==> src/rtl/irq_pkg.sv <==
package irq_pkg;
   localparam int DATA_W = 8;
   typedef logic [DATA_W-1:0] reg_t;
   // fixed field offsets inside the control register images
   localparam int EN_OFS_A   = 1;
   localparam int FLAG_OFS   = 4;
   localparam int MAX_PER_A  = 3;
   localparam int MAX_PER_B  = 4;
endpackage

==> src/rtl/irq_regs.sv <==
module irq_regs
   import irq_pkg::*;
#(
   parameter int N_SRC  = 5,
   parameter int SPLIT  = 3,
   parameter int ADDR_W = 2,
   parameter logic [ADDR_W-1:0] ADDR_A = '0,
   parameter logic [ADDR_W-1:0] ADDR_B = 1
) (
   input  logic              clk,
   input  logic              rst_n,
   input  logic [N_SRC-1:0]  evt,
   input  logic              wr_en,
   input  logic [ADDR_W-1:0] wr_addr,
   input  reg_t              wr_data,
   input  logic [ADDR_W-1:0] rd_addr,
   input  logic              take_fire,
   input  logic [N_SRC-1:0]  take_clr,
   output logic              emi,
   output logic [N_SRC-1:0]  en,
   output logic [N_SRC-1:0]  flag,
   output reg_t              rd_data
);
   logic wr_a, wr_b;
   reg_t img_a, img_b;
   reg_t part_a [N_SRC];
   reg_t part_b [N_SRC];
   logic unused_wr_bits;

   assign wr_a = wr_en && (wr_addr == ADDR_A);
   assign wr_b = wr_en && (wr_addr == ADDR_B);
   assign unused_wr_bits = ^wr_data;

   // master enable: a take clears it and beats a same-cycle write
   always_ff @(posedge clk or negedge rst_n) begin
      if (!rst_n)         emi <= 1'b0;
      else if (take_fire) emi <= 1'b0;
      else if (wr_a)      emi <= wr_data[0];
   end

   for (genvar i = 0; i < N_SRC; i++) begin : g_src
      localparam bit IN_A = (i < SPLIT);
      localparam int EB   = IN_A ? (EN_OFS_A + i) : (i - SPLIT);
      localparam int FB   = IN_A ? (FLAG_OFS + i) : (FLAG_OFS + i - SPLIT);
      logic wr_here;
      if (IN_A) begin : g_a
         assign wr_here = wr_a;
         assign part_a[i] = (reg_t'(en[i]) << EB) | (reg_t'(flag[i]) << FB);
         assign part_b[i] = '0;
      end else begin : g_b
         assign wr_here = wr_b;
         assign part_a[i] = '0;
         assign part_b[i] = (reg_t'(en[i]) << EB) | (reg_t'(flag[i]) << FB);
      end

      always_ff @(posedge clk or negedge rst_n) begin
         if (!rst_n)       en[i] <= 1'b0;
         else if (wr_here) en[i] <= wr_data[EB];
      end

      // event set > take clear > register write
      always_ff @(posedge clk or negedge rst_n) begin
         if (!rst_n)           flag[i] <= 1'b0;
         else if (evt[i])      flag[i] <= 1'b1;
         else if (take_clr[i]) flag[i] <= 1'b0;
         else if (wr_here)     flag[i] <= wr_data[FB];
      end
   end

   always_comb begin
      img_a = reg_t'(emi);
      img_b = '0;
      for (int i = 0; i < N_SRC; i++) begin
         img_a = img_a | part_a[i];
         img_b = img_b | part_b[i];
      end
      if (rd_addr == ADDR_A)      rd_data = img_a;
      else if (rd_addr == ADDR_B) rd_data = img_b;
      else                        rd_data = '0;
   end
endmodule

==> src/rtl/irq_prio.sv <==
module irq_prio #(
   parameter int N     = 5,
   parameter int IDX_W = (N > 1) ? $clog2(N) : 1
) (
   input  logic [N-1:0]     req,
   output logic [N-1:0]     grant,
   output logic [IDX_W-1:0] idx,
   output logic             any
);
   for (genvar i = 0; i < N; i++) begin : g_lvl
      localparam logic [N-1:0] LOWER = N'((64'd1 << i) - 64'd1);
      assign grant[i] = req[i] & ~|(req & LOWER);
   end

   assign any = |req;

   always_comb begin
      idx = '0;
      for (int i = 0; i < N; i++)
         if (grant[i]) idx = IDX_W'(i);
   end
endmodule

==> src/rtl/irq_take.sv <==
module irq_take #(
   parameter int N        = 5,
   parameter int IDX_W    = 3,
   parameter int VEC_W    = 8,
   parameter int VEC_BASE = 4,
   parameter int VEC_STEP = 4
) (
   input  logic             clk,
   input  logic             rst_n,
   input  logic             any,
   input  logic [IDX_W-1:0] idx,
   input  logic             stack_full,
   output logic             fire,
   output logic             take_q,
   output logic [VEC_W-1:0] vector_q
);
   logic [VEC_W-1:0] vec_next;

   assign fire     = any & ~stack_full;
   assign vec_next = VEC_W'(VEC_BASE) + VEC_W'(idx) * VEC_W'(VEC_STEP);

   always_ff @(posedge clk or negedge rst_n) begin
      if (!rst_n) begin
         take_q   <= 1'b0;
         vector_q <= '0;
      end else begin
         take_q <= fire;
         if (fire) vector_q <= vec_next;
      end
   end
endmodule

==> src/rtl/irq_ctrl.sv <==
module irq_ctrl
   import irq_pkg::*;
#(
   parameter int N_SRC    = 5,
   parameter int SPLIT    = 3,
   parameter int ADDR_W   = 2,
   parameter int VEC_W    = 8,
   parameter int VEC_BASE = 4,
   parameter int VEC_STEP = 4
) (
   input  logic              clk,
   input  logic              rst_n,
   input  logic [N_SRC-1:0]  src_evt,
   input  logic              wr_en,
   input  logic [ADDR_W-1:0] wr_addr,
   input  logic [7:0]        wr_data,
   input  logic [ADDR_W-1:0] rd_addr,
   output logic [7:0]        rd_data,
   input  logic              stack_full,
   output logic              take,
   output logic [VEC_W-1:0]  vector
);
   localparam int IDX_W = (N_SRC > 1) ? $clog2(N_SRC) : 1;

   if (SPLIT > MAX_PER_A || SPLIT < 0) begin : g_bad_split
      $error("irq_ctrl: SPLIT out of range");
   end
   if (N_SRC - SPLIT > MAX_PER_B || N_SRC < 1) begin : g_bad_nsrc
      $error("irq_ctrl: N_SRC does not fit the two registers");
   end
   if (VEC_BASE + (N_SRC - 1) * VEC_STEP >= (1 << VEC_W)) begin : g_bad_vec
      $error("irq_ctrl: vector range exceeds VEC_W");
   end

   logic              emi_q;
   logic [N_SRC-1:0]  en_q, flag_q, ready, grant, clr;
   logic [IDX_W-1:0]  win_idx;
   logic              any_ready, fire;

   assign ready = flag_q & en_q & {N_SRC{emi_q}};
   assign clr   = grant & {N_SRC{fire}};

   irq_regs #(
      .N_SRC(N_SRC), .SPLIT(SPLIT), .ADDR_W(ADDR_W),
      .ADDR_A(ADDR_W'(0)), .ADDR_B(ADDR_W'(1))
   ) u_regs (
      .clk(clk), .rst_n(rst_n), .evt(src_evt),
      .wr_en(wr_en), .wr_addr(wr_addr), .wr_data(wr_data),
      .rd_addr(rd_addr), .take_fire(fire), .take_clr(clr),
      .emi(emi_q), .en(en_q), .flag(flag_q), .rd_data(rd_data)
   );

   irq_prio #(.N(N_SRC), .IDX_W(IDX_W)) u_prio (
      .req(ready), .grant(grant), .idx(win_idx), .any(any_ready)
   );

   irq_take #(
      .N(N_SRC), .IDX_W(IDX_W), .VEC_W(VEC_W),
      .VEC_BASE(VEC_BASE), .VEC_STEP(VEC_STEP)
   ) u_take (
      .clk(clk), .rst_n(rst_n), .any(any_ready), .idx(win_idx),
      .stack_full(stack_full), .fire(fire),
      .take_q(take), .vector_q(vector)
   );
endmodule

==> config.mk <==
export PLATFORM = sky130hd
export DESIGN_NAME = irq_ctrl
export DESIGN_NICKNAME = d
export VERILOG_FILES = /design/src/rtl/irq_pkg.sv /design/src/rtl/irq_regs.sv /design/src/rtl/irq_prio.sv /design/src/rtl/irq_take.sv /design/src/rtl/irq_ctrl.sv
export SDC_FILE = /design/constraint.sdc
export NUM_CORES = 1
export LEC_CHECK = 0
export ABC_AREA = 1
export BUFFER_PORTS_ARGS = -buffer_cell sky130_fd_sc_hd__buf_2
export CORE_UTILIZATION = 40
export CTS_BUF_LIST = sky130_fd_sc_hd__clkbuf_16
export DETAILED_ROUTE_END_ITERATION = 12
export GPL_TIMING_DRIVEN = 0
export MAX_ROUTING_LAYER = met4
export PLACE_DENSITY = 0.77
export SYNTH_ARGS = -nofsm -noshare
export SYNTH_HDL_FRONTEND = slang
export SYNTH_SLANG_ARGS = --single-unit
==> constraint.sdc <==
create_clock -name clk -period 3.2 [get_ports clk]
set_input_delay 0 -clock clk [delete_from_list [all_inputs] [get_ports clk]]
set_output_delay 0 -clock clk [all_outputs]
set_load 0.005 [all_outputs]
==> impl_results.md, run 1 <==
- # DRC: 0
- Outcome: finished clean
- Post-route ant nets: 0
- Slowest-stage cell, CP: dfrtp_1
- Initial core utilization: 42.5%
- Vias in the first global route: 838
- Tot Pwr: 713 uW
- R2r setup slk: 1.69 ns
- Register area: 400 um2
- Worst Setup EP: u_take.vector_q[4]
- Total routed wirelength: 2.14 mm
- Total gr overflow: 0
- Total track usage: 19.3%
- First-pass GRT wire length: 3.46 mm
- Total iterations of the first detailed-routing run: 4
- RR Endpoint: u_take.vector_q[4]
- Setup_tns: 0 ns
- Setup slack after layout: 1.69 ns
- Max stage delay on crit path: 0.45 ns
- Core Rows: 17
- Area of the multi-input gates: 427 um2
- CP Class: reg2reg
- Count of different cell masters after synthesis: 23
- Post-CTS sizing: 0
- Worst R2R Start: u_regs.emi
- DP HPWL: 1.64 mm
- Layout cells sized above 1: 29.1%
- Worst hold-check path type: in2reg
- Syn Area/Cell: 7.42 um2
- EDFF count, synth: 0
- IR drop worst, VDD: 369 uV
- Most frequent cell after synthesis: nand2_1
- #FFs+latches synth: 16
- Initial antenna violation count: 0
- Vias: 941
- Critical path endpoint category: flop
- Final setup vio count: 0
- Power Density: 552 nW/um2
- Tcrit/Tclk final: 47.2%
- Static Leak: 0.769 nW
- Post-synthesis async set-or-reset flop share: 100%
- Final Cell Area: 1290 um2
- TritonCTS clock tree: built
- Worst setup SP type: flop
- Crit path required time: 3.34 ns
- Fill cells: 210
- Area of the core: 2230 um2
- Die Width: 50.7 um
- RSZ-0062 raised after global routing: false
- Root Driver: clkbuf_16
- Post-synthesis cell area: 950 um2
- Ranking of synthesized cells by area: dfrtp_1 42%, nand2_1 11%, inv_1 8.3%
- I/O Pins: 38
- Ys Warns: 0
- Number of CTS-inserted buffers: 3
- MaxCap Viol Count: 0
- H-tree levels: 1
- Nets: 196
- Cell Chain, Critical Path: nand3_1 > nand3_1 > o22ai_1 > ha_1 > inv_1 > nand3_1 > nand2_1 > nand2_1 > nand2_1
- Seq/Total Area, Yosys: 42.2%
- Final RePlAce weighted congestion: 0.840
- Max frequency: 663 MHz
- Critical path fanouts, max: 6
- Clock skew: 0.00155 ns
- Die area: 2570 um2
- Worst Setup SP: u_regs.emi
- Fin. Hold Viols: 0
- Final Slew Violations: 0
- Layout area overhead: 35.8%
- Pre-CTS WS: 1.68 ns
- Clock Latency Late Sink: 0.25 ns
- Synth Instances: 128
- FF-to-FF path depth: 9
- Routed len/inst: 10.7 um
- Clock buffer depth: 2
- Final Critical Period: 1.51 ns
- Post-Place Cell Area: 1150 um2
- Largest area contributor in the netlist: dfrtp_1
- Yosys top cell area share: 42.2%
- Clock slew at reported path FFs: 0.05 ns
- Largest net degree at the start of global routing: 17
- Synth top cells by count: 29 x nand2_1, 21 x inv_1, 16 x dfrtp_1, 12 x nand3_1, 11 x nor2_1
- N_diodes: 0
- Arrival @ worst endpoint: 1.65 ns
- Die Span Y: 50.7 um
- Drt via density: 4.71
- Post-synth top flop: dfrtp_1
- 1st-iter DRT viols: 15
- Port buffer count: 31
- Sink Count: 16
## through the flow
| stage | instances | util [%] | hold slack [ns] |
|---|---|---|---|
| finish | 200 | 57.8 | 0.00765 |
| global route | 200 | 57.8 | 0.0107 |
| CTS | 200 | 57.8 | 0.00877 |
| detailed placement | 191 | 51.7 | -0.0662 |
| global placement | 191 | 51.7 | -0.0729 |
| floorplan | 132 | - | -0.296 |
## cells in the final DEF, fill, tap and decap left out, types with 2 or more instances in the layout
cell type / n
clkbuf_16: 3
o21ai_0: 9
inv_2: 2
dlygate4sd3_1: 6
buf_2: 31
nand3_1: 12
dfrtp_1: 16
clkbuf_1: 2
inv_1: 21
o22ai_1: 3
nor2_1: 11
buf_4: 5
nand2_4: 2
nand2_1: 29
a21oi_1: 5
conb_1: 5
## how the worst min path moves through the flow
stage,slack [ns],cells after the start,to,from
2_1_floorplan,-0.30,0,u_regs.emi,rst_n
3_5_place_dp,-0.07,1,u_take.vector_q[3],rst_n
5_1_grt,0.01,3,u_regs.flag[4],stack_full
3_3_place_gp,-0.07,1,u_take.vector_q[2],rst_n
4_1_cts,0.009,2,u_regs.en[3],wr_data[0]
6_report,0.008,3,u_regs.flag[4],stack_full
## report_power, final
part           internal (mW)  leakage, nW  switching (mW)
logic                 0.0895        0.548           0.120
registers              0.239        0.184          0.0258
clock network          0.164       0.0370          0.0748
total                  0.492        0.769           0.220
## final cells by class
cell class	count	area share, %
timing repair buffer	37	16.7
multi-input combinational	85	33.1
sequential	16	31.0
tap	28	2.72
clock buffer	3	5.82
buffer	7	3.49
inverter	24	7.18
## cell families after synthesis
kind of cell    Yosys count  share of synthesized area [%]
other cells               1                          0.395
simple gates             60                           30.6
buf+inv                  31                           14.5
fa+ha+maj                 1                           1.32
compound gates           18                           9.88
mux                       1                           1.19
flops                    16                           42.2
## flip-flops by register name, summed over array words and instances, names as in the netlist
name,count
u_regs.flag,5
u_regs.en,5
u_regs.emi,1
u_take.take_q,1
u_take.vector_q,4
## per-layer routing
| layer | track usage, % | up-vias | share of wire [%] |
|---|---|---|---|
| li1 | - | 476 | - |
| met1 | 21.9 | 433 | 44 |
| met2 | 31.6 | 27 | 49 |
| met3 | 3.64 | 5 | 4.8 |
| met4 | 11.1 | 0 | 2.2 |
| met5 | - | - | 0 |
## critical path: cells and delay by family (launching register included)
family	cells	cell delay [ns]
AOI/OAI and AO/OA	1	0.20
adders and majority gates	1	0.20
buffers and inverters	1	0.04
DFF	1	0.45
and+or+nand+nor	6	0.51
## repair_timing
item	4_1_cts	5_1_grt
setup buffers	0	0
endpoints found under the setup margin	0	0
endpoints found under the hold margin	21	0
hold buffers	6	0
Note: power is estimated with default switching activity, not from simulation.
==> run 2: changes to the inputs <==
--- a/config.mk
+++ b/config.mk
@@ -5,7 +5,7 @@
 export SDC_FILE = /design/constraint.sdc
 export NUM_CORES = 1
 export LEC_CHECK = 0
-export ABC_AREA = 1
+export ABC_AREA = 0
 export BUFFER_PORTS_ARGS = -buffer_cell sky130_fd_sc_hd__buf_2
 export CORE_UTILIZATION = 40
 export CTS_BUF_LIST = sky130_fd_sc_hd__clkbuf_16
==> constraint.sdc (replaced) <==
create_clock -name clk -period 1.4 [get_ports clk]
set_input_delay 0 -clock clk [delete_from_list [all_inputs] [get_ports clk]]
set_output_delay 0 -clock clk [all_outputs]
set_load 0.005 [all_outputs]
==> run 2 against run 1 <==
The flow now finishes with violations (negative setup slack). Cell count shrank 14%. Register-to-register slack worse by 1.9 ns. Routed wire length is 32% higher. Clock skew fell by 0.00050 ns. Combinational power grew to 3.0 times the previous value. Largest power group unchanged.
==> impl_results.md, run 2 <==
- Final RePlAce weighted congestion: 0.790
- Max frequency: 627 MHz
- Largest area contributor in the netlist: dfrtp_1
- Commonest non-fill, non-tap cell in the layout: buf_2
- TritonCTS clock tree: built
- Die Width: 50.8 um
- Core Rows: 17
- MaxCap Viol Count: 0
- #FFs+latches synth: 16
- 1st-iter DRT viols: 32
- Clock skew: 0.00105 ns
- Power Density: 1230 nW/um2
- Fin. Hold Viols: 0
- Post-route non-filler standard cell count: 172
- N_diodes: 0
- RSZ-0062 raised after global routing: true
- Layout area overhead: 56.4%
- Root Driver: clkbuf_16
- Area of the multi-input gates: 583 um2
- Worst setup SP type: flop
- Setup slack after layout: -0.194 ns
- Initial antenna violation count: 0
- Count of different cell masters after synthesis: 34
- Failing checks: negative setup slack
- Highest-count cells in the layout ignoring fill and taps: 30 x buf_2, 16 x buf_4, 14 x dfrtp_1
- Critical path fanouts, max: 3
- Post-synthesis async set-or-reset flop share: 100%
- Total routed wirelength: 2.82 mm
- Placed cell count: 147
- Post-synthesis cell area: 951 um2
- Arrival @ worst endpoint: 1.70 ns
- Layout cells sized above 1: 52.8%
- Register area: 403 um2
- Seq/Total Area, Yosys: 42.1%
- Final setup vio count: 2
- Synth Instances: 85
- Vias: 947
- Clock slew at reported path FFs: 0.04 ns
- Most frequent cell after synthesis: dfrtp_1
- Post-synth top flop: dfrtp_1
- Synth top cells by count: 16 x dfrtp_1, 8 x mux2i_1, 6 x nor2_1, 5 x buf_4, 5 x mux2_2
- Total gr overflow: 0
- Worst hold-check path type: in2reg
- Area of the core: 2230 um2
- Clock buffer depth: 2
- Setup_tns: -0.329 ns
- Ranking of synthesized cells by area: dfrtp_1 42%, mux2i_1 8.4%, mux2_2 5.9%
- Final Critical Period: 1.59 ns
- Outcome: finished, violations left
- Yosys top cell area share: 42.1%
- Die Span Y: 50.8 um
- Nets: 168
- EDFF count, synth: 0
- Registers with the most flip-flops: u_regs.en (5), u_regs.flag (5), u_take.vector_q (4)
- Sink Count: 16
- Syn Area/Cell: 11.2 um2
- Final Slew Violations: 0
- Tot Pwr: 1.83 mW
- Ys Warns: 0
- IR drop worst, VDD: 903 uV
- Total iterations of the first detailed-routing run: 4
- First-pass GRT wire length: 4.66 mm
- Routed len/inst: 16.4 um
- Die area: 2580 um2
- Number of CTS-inserted buffers: 3
- Total track usage: 26.5%
- Drt via density: 5.51
- Clock Latency Late Sink: 0.24 ns
- # DRC: 0
- Crit path required time: 1.51 ns
- Port buffer count: 30
- Vias in the first global route: 982
- Largest net degree at the start of global routing: 17
- Critical path endpoint category: flop
- Fill cells: 176
- CP Class: reg2reg
- Static Leak: 0.735 nW
- Post-route ant nets: 0
- H-tree levels: 1
- Tcrit/Tclk final: 114%
- Initial core utilization: 42.6%
- I/O Pins: 38
- DP HPWL: 1.57 mm
run 2: cell types whose count changed after synthesis, sizes merged, moves of 3 or more:
| cell | before | now |
|---|---|---|
| and3 | 0 | 3 |
| inv | 24 | 1 |
| nor2b | 0 | 3 |
| and2 | 0 | 4 |
| o21ai | 10 | 0 |
| mux2 | 1 | 7 |
| nand3 | 13 | 1 |
| nand2 | 32 | 4 |
| a21oi | 5 | 1 |
| a22oi | 0 | 3 |
| o21bai | 0 | 4 |
| mux2i | 0 | 8 |
| nor2 | 12 | 6 |
run 2: worst paths after layout:
| check | slack [ns] | startpoint | endpoint | cells past startpoint |
|---|---|---|---|---|
| max in group asynchronous | 0.91 | rst_n | u_regs.en[3] | 2 |
| worst max-delay path | -0.19 | u_regs.flag[2] | u_take.vector_q[4] | 7 |
| worst max register to register | -0.19 | u_regs.flag[2] | u_take.vector_q[4] | 7 |
| worst min register to register | 0.51 | u_take.vector_q[5] | u_take.vector_q[5] | 1 |
| min in group asynchronous | 0.20 | rst_n | u_take.vector_q[4] | 2 |
| worst min-delay path | 0.001 | wr_data[0] | u_regs.en[3] | 2 |
run 2: layout make-up:
class | instances | share of cell area [%]
inverters | 1 | 0.252
multi-input cells | 66 | 39.2
repair buffers | 52 | 23.3
well taps | 28 | 2.35
flip-flops and latches | 16 | 27.1
clock buffers | 3 | 5.05
plain buffers | 6 | 2.78
run 2: logic make-up (layout without fill, tap and decap cells):
kind of cell / after synthesis / count (layout) / synth area share (%)
buffers and inverters: 7 / 62 / 4.74
and+or+nand+nor: 28 / 28 / 17.6
AOI/OAI and AO/OA: 17 / 17 / 16.3
other: 1 / 5 / 0.394
adders and majority gates: 1 / 1 / 1.32
DFF: 16 / 16 / 42.1
muxes: 15 / 15 / 17.5
run 2: layer usage:
metal / wire length, um / vias to the layer above / GRT usage [%] / share of wire (%)
met2: 1490 / 50 / 45.8 / 53
li1: - / 426 / - / -
met3: 150 / 14 / 3.94 / 5.3
met5: 0 / - / - / 0
met1: 1030 / 457 / 27.2 / 37
met4: 146 / 0 / 19.0 / 5.2
run 2: where the power goes:
part	switching [mW]	internal, mW	total (mW)
combinational	0.264	0.354	0.618
clock	0.162	0.374	0.535
sequential	0.118	0.556	0.674
total	0.544	1.28	1.83
run 2: critical path, stage by stage (launching register included):
cell and delay [ns]:
dfrtp_1 0.40, buf_4 0.15, a22o_1 0.21, and3_4 0.18, ha_4 0.16, buf_6 0.11, o211ai_1 0.13, nand3_1 0.11
run 2: timing repair:
| action | 4_1_cts | 5_1_grt |
|---|---|---|
| hold buffers | 8 | 0 |
| buffers inserted | 15 | 2 |
| endpoints found under the hold margin | 23 | 0 |
| pin swaps | 6 | 8 |
| endpoints found under the setup margin | 2 | 5 |
| resized for setup | 11 | 6 |
run 2: per-stage QoR:
step	setup slack, ns	util (%)	cell area, um2	hold slack [ns]
2_1_floorplan	-0.102	-	968	-0.296
3_3_place_gp	-0.194	51.7	1150	-0.0738
3_5_place_dp	-0.219	51.7	1150	-0.0709
4_1_cts	-0.117	65.7	1470	0.000183
5_1_grt	-0.215	66.6	1490	0.00579
6_report	-0.194	66.6	1490	0.00103
